===== src/rtl/sm_i2c_pkg.sv =====
package sm_i2c_pkg;
  localparam int SM_ADDR_W = 17;
  localparam int SM_BYTE_W = 8;

  typedef enum logic [2:0] {
    ST_IDLE,
    ST_CTRL,
    ST_AHI,
    ST_ALO,
    ST_WDAT,
    ST_RDAT
  } sm_state_e;
endpackage


===== src/rtl/sm_bus_sync.sv =====
module sm_bus_sync #(
  parameter int STAGES = 2
) (
  input  logic clk,
  input  logic rst_n,
  input  logic scl_i,
  input  logic sda_i,
  output logic scl_s,
  output logic sda_s,
  output logic scl_rise,
  output logic scl_fall,
  output logic start_evt,
  output logic stop_evt
);
  logic [STAGES-1:0] scl_p, sda_p;
  logic              scl_h, sda_h;

  always_ff @(posedge clk or negedge rst_n) begin
    if (!rst_n) begin
      scl_p <= '1;
      sda_p <= '1;
      scl_h <= 1'b1;
      sda_h <= 1'b1;
    end else begin
      scl_p <= {scl_p[STAGES-2:0], scl_i};
      sda_p <= {sda_p[STAGES-2:0], sda_i};
      scl_h <= scl_p[STAGES-1];
      sda_h <= sda_p[STAGES-1];
    end
  end

  assign scl_s     = scl_p[STAGES-1];
  assign sda_s     = sda_p[STAGES-1];
  assign scl_rise  = scl_s & ~scl_h;
  assign scl_fall  = ~scl_s & scl_h;
  assign start_evt = scl_s & scl_h & sda_h & ~sda_s;
  assign stop_evt  = scl_s & scl_h & ~sda_h & sda_s;
endmodule


===== src/rtl/sm_addr_ptr.sv =====
module sm_addr_ptr #(
  parameter int ADDR_W    = 17,
  parameter int PAGE_BITS = 7
) (
  input  logic              clk,
  input  logic              rst_n,
  input  logic              load,
  input  logic [ADDR_W-1:0] load_val,
  input  logic              inc_rd,
  input  logic              inc_wr,
  output logic [ADDR_W-1:0] ptr
);
  localparam int HALF_BITS = ADDR_W - 1;

  logic [ADDR_W-1:0] nxt_rd, nxt_wr;

  // read increment stays within the current half
  assign nxt_rd = {ptr[ADDR_W-1], ptr[HALF_BITS-1:0] + 1'b1};
  // write increment stays within the current page
  assign nxt_wr = {ptr[ADDR_W-1:PAGE_BITS], ptr[PAGE_BITS-1:0] + 1'b1};

  always_ff @(posedge clk or negedge rst_n) begin
    if (!rst_n)      ptr <= '0;
    else if (load)   ptr <= load_val;
    else if (inc_rd) ptr <= nxt_rd;
    else if (inc_wr) ptr <= nxt_wr;
  end
endmodule


===== src/rtl/sm_sda_hold.sv =====
module sm_sda_hold #(
  parameter int HOLD_CYC = 4
) (
  input  logic clk,
  input  logic rst_n,
  input  logic scl_fall,
  input  logic force_rel,
  input  logic target_low,
  output logic pull_o
);
  localparam int CW = $clog2(HOLD_CYC + 1);

  logic [CW-1:0] cnt;

  always_ff @(posedge clk or negedge rst_n) begin
    if (!rst_n) begin
      cnt    <= '0;
      pull_o <= 1'b0;
    end else if (force_rel) begin
      cnt    <= '0;
      pull_o <= 1'b0;
    end else if (scl_fall) begin
      cnt <= CW'(HOLD_CYC);
    end else if (cnt != '0) begin
      cnt <= cnt - 1'b1;
      if (cnt == CW'(1)) pull_o <= target_low;
    end
  end
endmodule


===== src/rtl/sm_i2c_slave.sv =====
module sm_i2c_slave
  import sm_i2c_pkg::*;
#(
  parameter int          PAGE_BITS   = 7,
  parameter int          HOLD_CYC    = 4,
  parameter int          SYNC_STAGES = 2,
  parameter logic [3:0]  DEV_CODE    = 4'b1010
) (
  input  logic                 clk,
  input  logic                 rst_n,
  input  logic                 scl_i,
  input  logic                 sda_i,
  input  logic [1:0]           cs_sel_i,
  input  logic                 sel_fixed_i,
  input  logic                 busy_i,
  output logic                 sda_pull_o,
  output logic                 wr_valid_o,
  input  logic                 wr_ready_i,
  output logic [SM_ADDR_W-1:0] wr_addr_o,
  output logic [SM_BYTE_W-1:0] wr_data_o,
  output logic                 wr_first_o,
  output logic                 wr_commit_o,
  output logic                 rd_en_o,
  output logic [SM_ADDR_W-1:0] rd_addr_o,
  input  logic [SM_BYTE_W-1:0] rd_data_i
);
  localparam logic [3:0] BITS_PER_BYTE = 4'd8;

  logic scl_s, sda_s, scl_rise, scl_fall, start_evt, stop_evt;

  sm_bus_sync #(.STAGES(SYNC_STAGES)) u_sync (
    .clk       (clk),
    .rst_n     (rst_n),
    .scl_i     (scl_i),
    .sda_i     (sda_i),
    .scl_s     (scl_s),
    .sda_s     (sda_s),
    .scl_rise  (scl_rise),
    .scl_fall  (scl_fall),
    .start_evt (start_evt),
    .stop_evt  (stop_evt)
  );

  sm_state_e           state;
  logic [3:0]          bitcnt;
  logic                in_ack;
  logic [SM_BYTE_W-1:0] shreg, tx_q, addr_hi;
  logic                b0_q, rw_q, ack_q, mack_q;
  logic                target_low, first_q, acc_any;

  logic                byte_done, ack_end, ctrl_ok, rx_ack_ok;
  logic                ptr_ld, inc_rd, inc_wr;
  logic [SM_ADDR_W-1:0] ptr;

  assign byte_done = scl_fall && !in_ack && (bitcnt == BITS_PER_BYTE);
  assign ack_end   = scl_fall && in_ack;

  assign ctrl_ok = (shreg[7:4] == DEV_CODE) && (shreg[2:1] == cs_sel_i)
                   && sel_fixed_i && !busy_i;

  always_comb begin
    case (state)
      ST_CTRL: rx_ack_ok = ctrl_ok;
      ST_WDAT: rx_ack_ok = wr_ready_i;
      default: rx_ack_ok = 1'b1;
    endcase
  end

  assign ptr_ld = (state == ST_ALO) && byte_done;
  assign inc_wr = wr_valid_o && wr_ready_i;
  assign inc_rd = ack_end && (((state == ST_CTRL) && ack_q && rw_q) ||
                              ((state == ST_RDAT) && mack_q));

  sm_addr_ptr #(.ADDR_W(SM_ADDR_W), .PAGE_BITS(PAGE_BITS)) u_ptr (
    .clk      (clk),
    .rst_n    (rst_n),
    .load     (ptr_ld),
    .load_val ({b0_q, addr_hi, shreg}),
    .inc_rd   (inc_rd),
    .inc_wr   (inc_wr),
    .ptr      (ptr)
  );

  assign wr_valid_o = (state == ST_WDAT) && byte_done;
  assign wr_addr_o  = ptr;
  assign wr_data_o  = shreg;
  assign wr_first_o = first_q;
  assign rd_addr_o  = ptr;
  assign rd_en_o    = ((state == ST_CTRL) && byte_done && ctrl_ok && shreg[0]) ||
                      ((state == ST_RDAT) && scl_rise && in_ack);

  always_ff @(posedge clk or negedge rst_n) begin
    if (!rst_n) begin
      state       <= ST_IDLE;
      bitcnt      <= '0;
      in_ack      <= 1'b0;
      shreg       <= '0;
      tx_q        <= '0;
      addr_hi     <= '0;
      b0_q        <= 1'b0;
      rw_q        <= 1'b0;
      ack_q       <= 1'b0;
      mack_q      <= 1'b0;
      target_low  <= 1'b0;
      first_q     <= 1'b0;
      acc_any     <= 1'b0;
      wr_commit_o <= 1'b0;
    end else begin
      wr_commit_o <= 1'b0;
      if (start_evt) begin
        state      <= ST_CTRL;
        bitcnt     <= '0;
        in_ack     <= 1'b0;
        target_low <= 1'b0;
        acc_any    <= 1'b0;
      end else if (stop_evt) begin
        state       <= ST_IDLE;
        bitcnt      <= '0;
        in_ack      <= 1'b0;
        target_low  <= 1'b0;
        wr_commit_o <= acc_any;
        acc_any     <= 1'b0;
      end else if (state == ST_RDAT) begin
        if (scl_rise && in_ack) mack_q <= ~sda_s;
        if (scl_fall) begin
          if (in_ack) begin
            in_ack <= 1'b0;
            bitcnt <= '0;
            if (mack_q) begin
              tx_q       <= rd_data_i;
              target_low <= ~rd_data_i[7];
            end else begin
              state      <= ST_IDLE;
              target_low <= 1'b0;
            end
          end else if (bitcnt < 4'd7) begin
            bitcnt     <= bitcnt + 4'd1;
            tx_q       <= {tx_q[6:0], 1'b0};
            target_low <= ~tx_q[6];
          end else begin
            in_ack     <= 1'b1;
            target_low <= 1'b0;
          end
        end
      end else if (state != ST_IDLE) begin
        if (scl_rise && !in_ack && (bitcnt < BITS_PER_BYTE)) begin
          shreg  <= {shreg[6:0], sda_s};
          bitcnt <= bitcnt + 4'd1;
        end
        if (byte_done) begin
          in_ack     <= 1'b1;
          ack_q      <= rx_ack_ok;
          target_low <= rx_ack_ok;
          case (state)
            ST_CTRL: if (ctrl_ok) begin
              b0_q <= shreg[3];
              rw_q <= shreg[0];
            end
            ST_AHI:  addr_hi <= shreg;
            ST_ALO:  first_q <= 1'b1;
            ST_WDAT: if (wr_ready_i) begin
              first_q <= 1'b0;
              acc_any <= 1'b1;
            end
            default: ;
          endcase
        end else if (ack_end) begin
          in_ack     <= 1'b0;
          bitcnt     <= '0;
          target_low <= 1'b0;
          if (!ack_q) begin
            state <= ST_IDLE;
          end else begin
            case (state)
              ST_CTRL: if (rw_q) begin
                state      <= ST_RDAT;
                tx_q       <= rd_data_i;
                target_low <= ~rd_data_i[7];
              end else begin
                state <= ST_AHI;
              end
              ST_AHI:  state <= ST_ALO;
              ST_ALO:  state <= ST_WDAT;
              default: ;
            endcase
          end
        end
      end
    end
  end

  sm_sda_hold #(.HOLD_CYC(HOLD_CYC)) u_hold (
    .clk        (clk),
    .rst_n      (rst_n),
    .scl_fall   (scl_fall),
    .force_rel  (start_evt | stop_evt),
    .target_low (target_low),
    .pull_o     (sda_pull_o)
  );
endmodule


===== config.mk =====
export PLATFORM = sky130hd
export DESIGN_NAME = sm_i2c_slave
export DESIGN_NICKNAME = d
export VERILOG_FILES = /design/src/rtl/sm_i2c_pkg.sv /design/src/rtl/sm_bus_sync.sv /design/src/rtl/sm_addr_ptr.sv /design/src/rtl/sm_sda_hold.sv /design/src/rtl/sm_i2c_slave.sv
export SDC_FILE = /design/constraint.sdc
export NUM_CORES = 1
export LEC_CHECK = 0
export BUFFER_PORTS_ARGS = -buffer_cell sky130_fd_sc_hd__buf_2
export CAP_MARGIN = 20
export CORE_ASPECT_RATIO = 1.25
export CORE_MARGIN = 2
export CORE_UTILIZATION = 40
export DETAILED_ROUTE_END_ITERATION = 10
export GPL_TIMING_DRIVEN = 0
export PLACE_DENSITY = 0.67
export SLEW_MARGIN = 20
export SYNTH_ARGS = -nofsm -noshare
export SYNTH_HDL_FRONTEND = slang
export SYNTH_SLANG_ARGS = --single-unit

===== constraint.sdc =====
create_clock -name clk -period 2.67 [get_ports clk]
set_clock_uncertainty 0.1 [all_clocks]
set_input_delay 0.534 -clock clk [delete_from_list [all_inputs] [get_ports clk]]
set_output_delay 0.534 -clock clk [all_outputs]
set_load 0.005 [all_outputs]

Word-level counts from Yosys, hierarchy flattened

Index checks and enable logic that the tools add are counted.

Input bits: 17
Output and inout port bits: 47
Flip-flop bits (word level): 66
Logic and storage cells: 202

Add/subtract/negate cells: 4
Order comparisons: 2
Reduce and logical (&&, ||, !) cells: 57
Muxes and demuxes: 77
Equality and inequality tests: 22
Bitwise logic cells: 17

Operator list:

| kind                  | number |
|---|---|
| $mux 7                | 12 |
| $mux 3                | 14 |
| $mux 4                | 10 |
| $mux 1                | 36 |
| $mux 17               | 2 |
| $reduce_bool 3->1     | 8 |
| $logic_and 1x1->1     | 21 |
| $reduce_and 7->1      | 3 |
| $reduce_bool 2->1     | 9 |
| $add 16x1->16 const B | 1 |
| $reduce_and 5->1      | 3 |
| $ne 4x4->1 const B    | 3 |
| $reduce_and 11->1     | 1 |
| $not 1->1             | 9 |
| $pmux 3 s3            | 1 |
| $reduce_and 3->1      | 3 |
| $eq 4x4->1 const B    | 2 |
| $reduce_bool 4->1     | 2 |
| $add 7x1->7 const B   | 1 |
| $and 1x1->1           | 7 |
| $ne 7x3->1 const B    | 1 |
| $eq 3x1->1 const B    | 2 |
| $eq 3x2->1 const B    | 2 |
| $eq 3x3->1 const B    | 2 |
| other kinds (18)      | 24 |

Depth between registers and ports, before layout

Gate-level depths: netlist of run 1.

Word-level depth: 11
Gate-level depth with buffers: 8
Mapped depth without buffers: 7

By module

From an unflattened synthesis of run 1, not the netlist that was laid out.

Cells, all modules: 362
Area, all modules: 3736.1 µm²

Modules (own cells, without submodules):

| module       | seq. area each (µm²) | area each (µm²) | cells an instance | times used |
|---|---|---|---|---|
| sm_i2c_slave | 975.9                | 2347.3          | 227               | 1 |
| sm_addr_ptr  | 425.4                | 957.2           | 104               | 1 |
| sm_sda_hold  | 100.1                | 241.5           | 21                | 1 |
| sm_bus_sync  | 157.7                | 190.2           | 10                | 1 |

Least setup slack after synthesis of run 1

OpenSTA, ideal clock, no wires.

Kind: register to output
From: register u_sync.scl_h
To: output rd_en_o
Buffers on the path: 2
Data arrival time: 1.504 ns
Path slack: 0.532 ns
Data required time: 2.036 ns
Cell stages (with the launch flop): 8
Cell sequence: dfstp_2 buf_6 nor2b_1 buf_6 nand2_2 nor4_2 nand2_1 nand2_1

Longest elaborated chain between the ends: 7
Elaborated cells between the ends (all ways): 11
Those cells by class: bitwise: 3; reduce/logical: 8

RTL lines:

| what                            | RTL line           | RTL |
|---|---|---|
| start: declaration              | sm_bus_sync.sv:16  | `logic scl_h, sda_h;` |
| start signal: assignment        | sm_bus_sync.sv:27  | `scl_h <= scl_p[STAGES-1];` |
| $and 1x1->1                     | sm_bus_sync.sv:35  | `assign scl_fall = ~scl_s & scl_h;` |
| $logic_and 1x1->1 (2 in series) | sm_i2c_slave.sv:55 | `assign byte_done = scl_fall && !in_ack && (bitcnt == BITS_PER_BYTE);` |
| $logic_and 1x1->1 (3 in series) | sm_i2c_slave.sv:89 | `assign rd_en_o = ((state == ST_CTRL) && byte_done && ctrl_ok && shreg[0]) \|\|` |
| $logic_or 1x1->1 *              | sm_i2c_slave.sv:89 |  |
| end: declaration                | sm_i2c_slave.sv:23 | `output logic rd_en_o,` |

Every way passes the cells marked *; elsewhere a longest branch is shown, timed or not.

Worst setup path after layout of run 1

From: register bitcnt[1]
To: output rd_en_o

Longest elaborated chain between the ends: 6

RTL lines:

| what                            | RTL line            | RTL |
|---|---|---|
| start: declaration              | sm_i2c_slave.sv:45  | `logic [3:0] bitcnt;` |
| start signal: assignment        | sm_i2c_slave.sv:137 | `bitcnt <= bitcnt + 4'd1;` |
| start signal: assignment        | sm_i2c_slave.sv:148 | `bitcnt <= bitcnt + 4'd1;` |
| $eq 4x4->1                      | sm_i2c_slave.sv:55  |  |
| $logic_and 1x1->1               | sm_i2c_slave.sv:55  |  |
| $logic_and 1x1->1 (3 in series) | sm_i2c_slave.sv:89  |  |
| $logic_or 1x1->1                | sm_i2c_slave.sv:89  |  |

No other way between the ends.

==> reports/qor.yml, run 1 <==
finalNetCount: 491
fp.coreArea_mm2: 0.00913
vdd_drop_max_mv: 0.362
grt_pass1_wl_um: 14900
cts.sinks: 66
clk_latency_ns: 0.33
crit_fanout: 4
final_cell_mix: "buf_2, dfrtp_1, nand2_1"
cts_tree: "yes"
grt_max_degree: 40
io_pins: 64
finalSetupViolations: 0
worstHoldPathType: "in -> async"
overflow: 0
pwr-share-seq_pct: 42.4
synth.area.top_cells: "dfrtp_1, mux2_2, nand2_1, dfstp_2, buf_4"
synth_top_area_share_pct: 39.9
die_width_um: 90.8
layout_commonest_cell: "buf_2"
clk_pin_slew_worst_paths_ns: 0.06
ys.flop_type: "dfrtp_1"
r2r_slack_ns: 0.40
dr.pass1.iters: 4
slew-limit-headroom_pct: 59.3
vias: 3181
drive_gt1_share_pct: 35.9
cts_hold_buf: 0
routed_wl_um: 8990
p_int_mw: 2.19
dp_cells: 571
worst_slew_pin_slew_ns: 0.607
drt_iter0_drc: 149
start_util_pct: 41.2
grt_pass1_vias: 3053
ys_seq_elements: 66
clock_power_share_pct: 37.4
finalHoldViolCount: 0
fp-row-count: 39
area_growth_syn_to_layout_pct: 23.9
maxSlewViolCount: 0
status: "finished, final reports clean"
pwr-share-comb_pct: 20.2
async_flop_share_pct: 100
hpwl_um: 6400
wire_per_inst_um: 15.1
numCtsBuffers: 9
layout.cells.non_filler: 596
synth-edff-count: 0
period_minus_slack_ns: 2.59
antenna_found_initial: 0
worstSetupEndpointType: "output port"
cts_root_buf: "clkbuf_16"
fmax_mhz: 386
via_per_inst: 5.34
fill_cells: 868
synth_area_mm2: 0.00376
crit_type: "reg -> out"
htreeDepth: 3
ys_types: 73
setup_tns_ns: 0
die_h_um: 112
p_leak_nw: 2.24
gp_congestion: 0.886
diodes: 0
synth_top_area_cell: "dfrtp_1"
clk_path_buf_depth: 2
power.switching_uw: 920
ys_seq_area_share_pct: 44.1
switching_share_pct: 29.5
worstPathArrival_ns: 1.96
drtAntennaViolNets: 0
drcViolationCount: 0
yosys_warnings: 0
track_usage_pct: 18.1
io_buffers: 63
power_per_cell_area_mw_per_mm2: 668
syn-instance-count: 384
drv_cap: 0
die-area_mm2: 0.0102
rsz0062_at_grt: "true"
worst_setup_path_start_kind: "flip-flop"
cp.required_ns: 2.04
postSynthAreaPerCell_um2: 9.80
post-route-period-util_pct: 97.0
syn-num-nets: 407
## area by class of cell
class                   count  area [um2]  area share (%)
repair buffers             73         405            8.70
multi-input cells         268        1860            39.9
clock inverters             7        68.8            1.48
flip-flops and latches     66        1660            35.6
clock buffers               9         225            4.83
inverters                  14        52.6            1.13
plain buffers              36         234            5.02
well taps                 123         154            3.30
## kinds of logic (layout without fill, tap and decap cells)
logic type / count (synthesis) / in the layout / share of synthesized area (%)
and+or+nand+nor: 136 / 136 / 19.5
AOI/OAI and AO/OA: 85 / 85 / 15.3
DFF: 66 / 66 / 44.1
buffers and inverters: 50 / 139 / 7.58
muxes: 35 / 35 / 10.1
adders and majority gates: 6 / 6 / 1.99
xor gates and xnor gates: 6 / 6 / 1.40
## routing by layer
metal	GRT usage [%]	share of wire [%]
met5	0	0
met2	29.3	49
met3	4.23	6.5
met4	8.41	2.0
met1	23.1	43
## cell usage after synthesis (8+ instances only)
library cell,n
inv_1,13
dfrtp_1,60
a21oi_1,20
mux2_2,23
a31oi_1,8
buf_2,8
mux2i_1,11
nor2_1,24
buf_4,17
nand3_1,14
nand2_1,47
o21ai_0,18
## state kept, by name, indices dropped and copies added (netlist names), 2 cells and up
register and flops:
u_hold.cnt 3, wr_data_o 8, u_sync.scl_p 2, bitcnt 4
tx_q 7, addr_hi 8, state 3, u_ptr.ptr 17
u_sync.sda_p 2
## power by group through the flow
| stage | sequential (mW) | combinational [mW] | clock, mW |
|---|---|---|---|
| 2_1_floorplan | 1.28 | 0.402 | 0 |
| 3_3_place_gp | 1.34 | 0.557 | 0 |
| 3_5_place_dp | 1.34 | 0.585 | 0 |
| 4_1_cts | 1.32 | 0.592 | 1.20 |
| 5_1_grt | 1.34 | 0.710 | 1.24 |
| 6_report | 1.32 | 0.628 | 1.17 |
## repair_timing
action,4_1_cts,5_1_grt
buffers inserted,0,9
resized for setup,3,10
pin swaps,3,5
endpoints found under the setup margin,2,2
## critical path, cell delays in order, from the launching register on
cell      delay (ns)
dfrtp_1         0.39
inv_1           0.10
ha_4            0.13
and4bb_2        0.29
nand2_4         0.08
nor4_4          0.30
nand2_1         0.12
nand2_2         0.09
buf_2           0.11
## final timing paths
| kind | from | end | cells after the start |
|---|---|---|---|
| max reg2reg | u_sync.scl_h | u_ptr.ptr[12] | 6 |
| min | rst_n | u_ptr.ptr[4] | 1 |
| min in group clk | scl_i | u_sync.scl_p[0] | 1 |
| max | bitcnt[1] | rd_en_o | 8 |
| min reg2reg | u_sync.sda_p[0] | u_sync.sda_p[1] | 0 |
| max in group asynchronous | rst_n | u_sync.sda_h | 2 |
## stage by stage
stage               hold WS [ns]  area [um2]  utilization (%)  total power, mW  worst slack (ns)
floorplan                  0.138        3760                -             1.68             0.532
global placement           0.246        4230             46.4             1.89             0.293
detailed placement         0.247        4260             46.6             1.93             0.254
CTS                       0.0300        4570             50.0             3.11            0.0103
global route              0.0480        4660             51.1             3.29           -0.0272
finish                    0.0198        4660             51.1             3.11            0.0794
(Power assumes the default switching activity.)
==> inputs of run 2 (changes only) <==
--- a/config.mk
+++ b/config.mk
@@ -7,7 +7,7 @@
 export LEC_CHECK = 0
 export BUFFER_PORTS_ARGS = -buffer_cell sky130_fd_sc_hd__buf_2
 export CAP_MARGIN = 20
-export CORE_ASPECT_RATIO = 1.25
+export CORE_ASPECT_RATIO = 0.7
 export CORE_MARGIN = 2
 export CORE_UTILIZATION = 40
 export DETAILED_ROUTE_END_ITERATION = 10
==> reports/qor.yml, run 2 (synthesis results as in run 1) <==
status: "finished, final reports clean"
fill_cells: 845  # -2.6%
crit_type: "reg -> out"
layout_commonest_cell: "buf_2"
via_per_inst: 5.30  # -0.69%
maxSlewViolCount: 0  # unchanged
use_met1_pct: 29.5  # +6.4 points
worst_setup_path_start_kind: "flip-flop"
final_cell_mix: "buf_2, dfrtp_1, nand2_1"
area_growth_syn_to_layout_pct: 25.9
power_per_cell_area_mw_per_mm2: 684  # +2.3%
fp.coreArea_mm2: 0.00911  # -0.19%
vias: 3196  # +0.47%
use_met3_pct: 5.31  # +1.1 points
holdWs_ns: 0.194  # +0.175 ns
cp_top_family: "simple AND/OR/NAND/NOR gates"
htreeDepth: 3  # unchanged
dr.pass1.iters: 4  # unchanged
antenna_found_initial: 0  # unchanged
overflow: 0  # unchanged
total_power_mw: 3.24  # +4.0%
track_usage_pct: 19.6  # +1.4 points
io_pins: 64  # unchanged
fin_ws_ns: 0.111  # +0.0317 ns
finalSetupViolations: 0  # unchanged
worstSetupEndpointType: "output port"
largest_reg_flops: 17  # unchanged
fp-row-count: 29  # -26%
pwr-share-comb_pct: 19.8  # -0.4 points
wire_per_inst_um: 15.6  # +3.1%
post-route-period-util_pct: 95.8  # -1.2 points
cts_tree: "yes"
grt_max_degree: 46  # +15%
grt_pass1_vias: 3008  # -1.5%
fmax_mhz: 391  # +1.2%
pwr-share-seq_pct: 41.0  # -1.4 points
routed_wl_um: 9380  # +4.3%
vdd_drop_max_mv: 0.357  # -1.5%
die_width_um: 120  # +32%
p_int_mw: 2.30  # +4.9%
multiInputGateArea_mm2: 0.00186  # -0.13%
utilization_pct: 52.0  # +0.95 points
worstHoldPathType: "in -> reg"
period_minus_slack_ns: 2.56  # -0.0317 ns
clk_path_buf_depth: 2  # unchanged
clk_pin_slew_worst_paths_ns: 0.05  # about the same
die_h_um: 85.2  # -24%
power.switching_uw: 938  # +2.0%
clk_latency_ns: 0.34  # about the same
diodes: 0  # unchanged
worst_slew_pin_slew_ns: 0.645  # +0.0379 ns
gp_congestion: 0.886  # about the same
hpwl_um: 6720  # +5.0%
drcViolationCount: 0  # unchanged
start_util_pct: 41.3  # +0.079 points
worstPathArrival_ns: 1.92  # -0.04 ns
cts_root_buf: "clkbuf_16"
critPathMaxStageDelay_ns: 0.40  # about the same
cp_slowest_cell: "dfrtp_1"
drtAntennaViolNets: 0  # unchanged
final_cell_area_mm2: 0.00474  # +1.7%
dpl_cell_area_mm2: 0.00426  # +0.21%
top_register: "u_ptr.ptr"
grt_pass1_wl_um: 15500  # +4.2%
cp.required_ns: 2.04  # about the same
top_usage_layer: "met1"
switching_share_pct: 29.0  # -0.57 points
path_cells: "inv_2, ha_4, and4bb_2, nand2_4, nor4_4, nand2_1, nand2_1, buf_2"
cts.sinks: 66  # unchanged
drive_gt1_share_pct: 36.1  # +0.18 points
path_buf_inv: 2  # unchanged
post-place-ws_ns: 0.224  # -0.0305 ns
die-area_mm2: 0.0102  # about the same
grt_util_met2_pct: 27.1  # -2.2 points
finalNetCount: 497  # +1.2%
p_leak_nw: 2.29  # +1.9%
drv_cap: 0  # unchanged
final-seq-area_mm2: 0.00166  # about the same
slew-limit-headroom_pct: 56.7  # -2.5 points
clock_power_share_pct: 39.2  # +1.8 points
numCtsBuffers: 9  # unchanged
finalHoldViolCount: 0  # unchanged
drt_iter0_drc: 328  # +120%
io_buffers: 63  # unchanged
cpMostUsedCell: "nand2_1"
crit_fanout: 3  # -1
==> run 2: cell type report <==
class                      instances  area share, %
buffer                            36           4.94
multi-input combinational        268           39.2
clock buffer                       9           4.75
sequential                        66           35.0
clock inverter                     7           1.98
inverter                          14           1.11
tap                              124           3.27
timing repair buffer              79           9.71
==> run 2: power groups by stage <==
stage / clock [mW] / sequential [mW] / combinational (mW)
floorplan: 0 / 1.28 / 0.402
CTS: 1.30 / 1.33 / 0.595
global route: 1.35 / 1.35 / 0.725
finish: 1.27 / 1.33 / 0.642
detailed placement: 0 / 1.34 / 0.587
global placement: 0 / 1.34 / 0.562
==> run 2: routing by layer <==
metal,vias up,share of wire (%)
met4,0,1.3
li1,1545,-
met5,-,0
met3,11,7.1
met1,1552,48
met2,88,43
==> run 2: worst reg2reg max path, cell delays in order, from the launching register on <==
cell      delay (ns)
dfstp_2         0.53
buf_6           0.12
buf_4           0.11
nand2_1         0.07
nor2_1          0.53
clkbuf_1        0.50
o21ai_1         0.14
==> run 2: path summary, 6_finish.rpt <==
check	start	endpoint	slack (ns)	depth (start not counted)
hold reg to reg	u_sync.scl_p[0]	u_sync.scl_p[1]	0.26	0
setup / recovery	bitcnt[0]	rd_en_o	0.11	8
max in group asynchronous	rst_n	u_sync.scl_p[0]	1.37	3
hold / removal	sda_i	u_sync.sda_p[0]	0.19	1
min in group asynchronous	rst_n	tx_q[2]	0.53	2
setup reg to reg	u_sync.scl_h	in_ack	0.42	6
==> run 2: metrics by stage <==
stage / std cells / TNS, ns
after global routing: 603 / -0.00218
final: 603 / 0
after CTS: 592 / 0
after detailed placement: 572 / 0
after global placement: 571 / 0
after floorplan: 384 / 0
==> run 2: what timing repair did <==
| action | CTS | global route |
|---|---|---|
| buffers inserted | 3 | 11 |
| resized for setup | 3 | 8 |
| pin swaps | 3 | 5 |
| hold endpoints to repair | 15 | 0 |
| hold buffers | 1 | 0 |
| endpoints found under the setup margin | 1 | 1 |
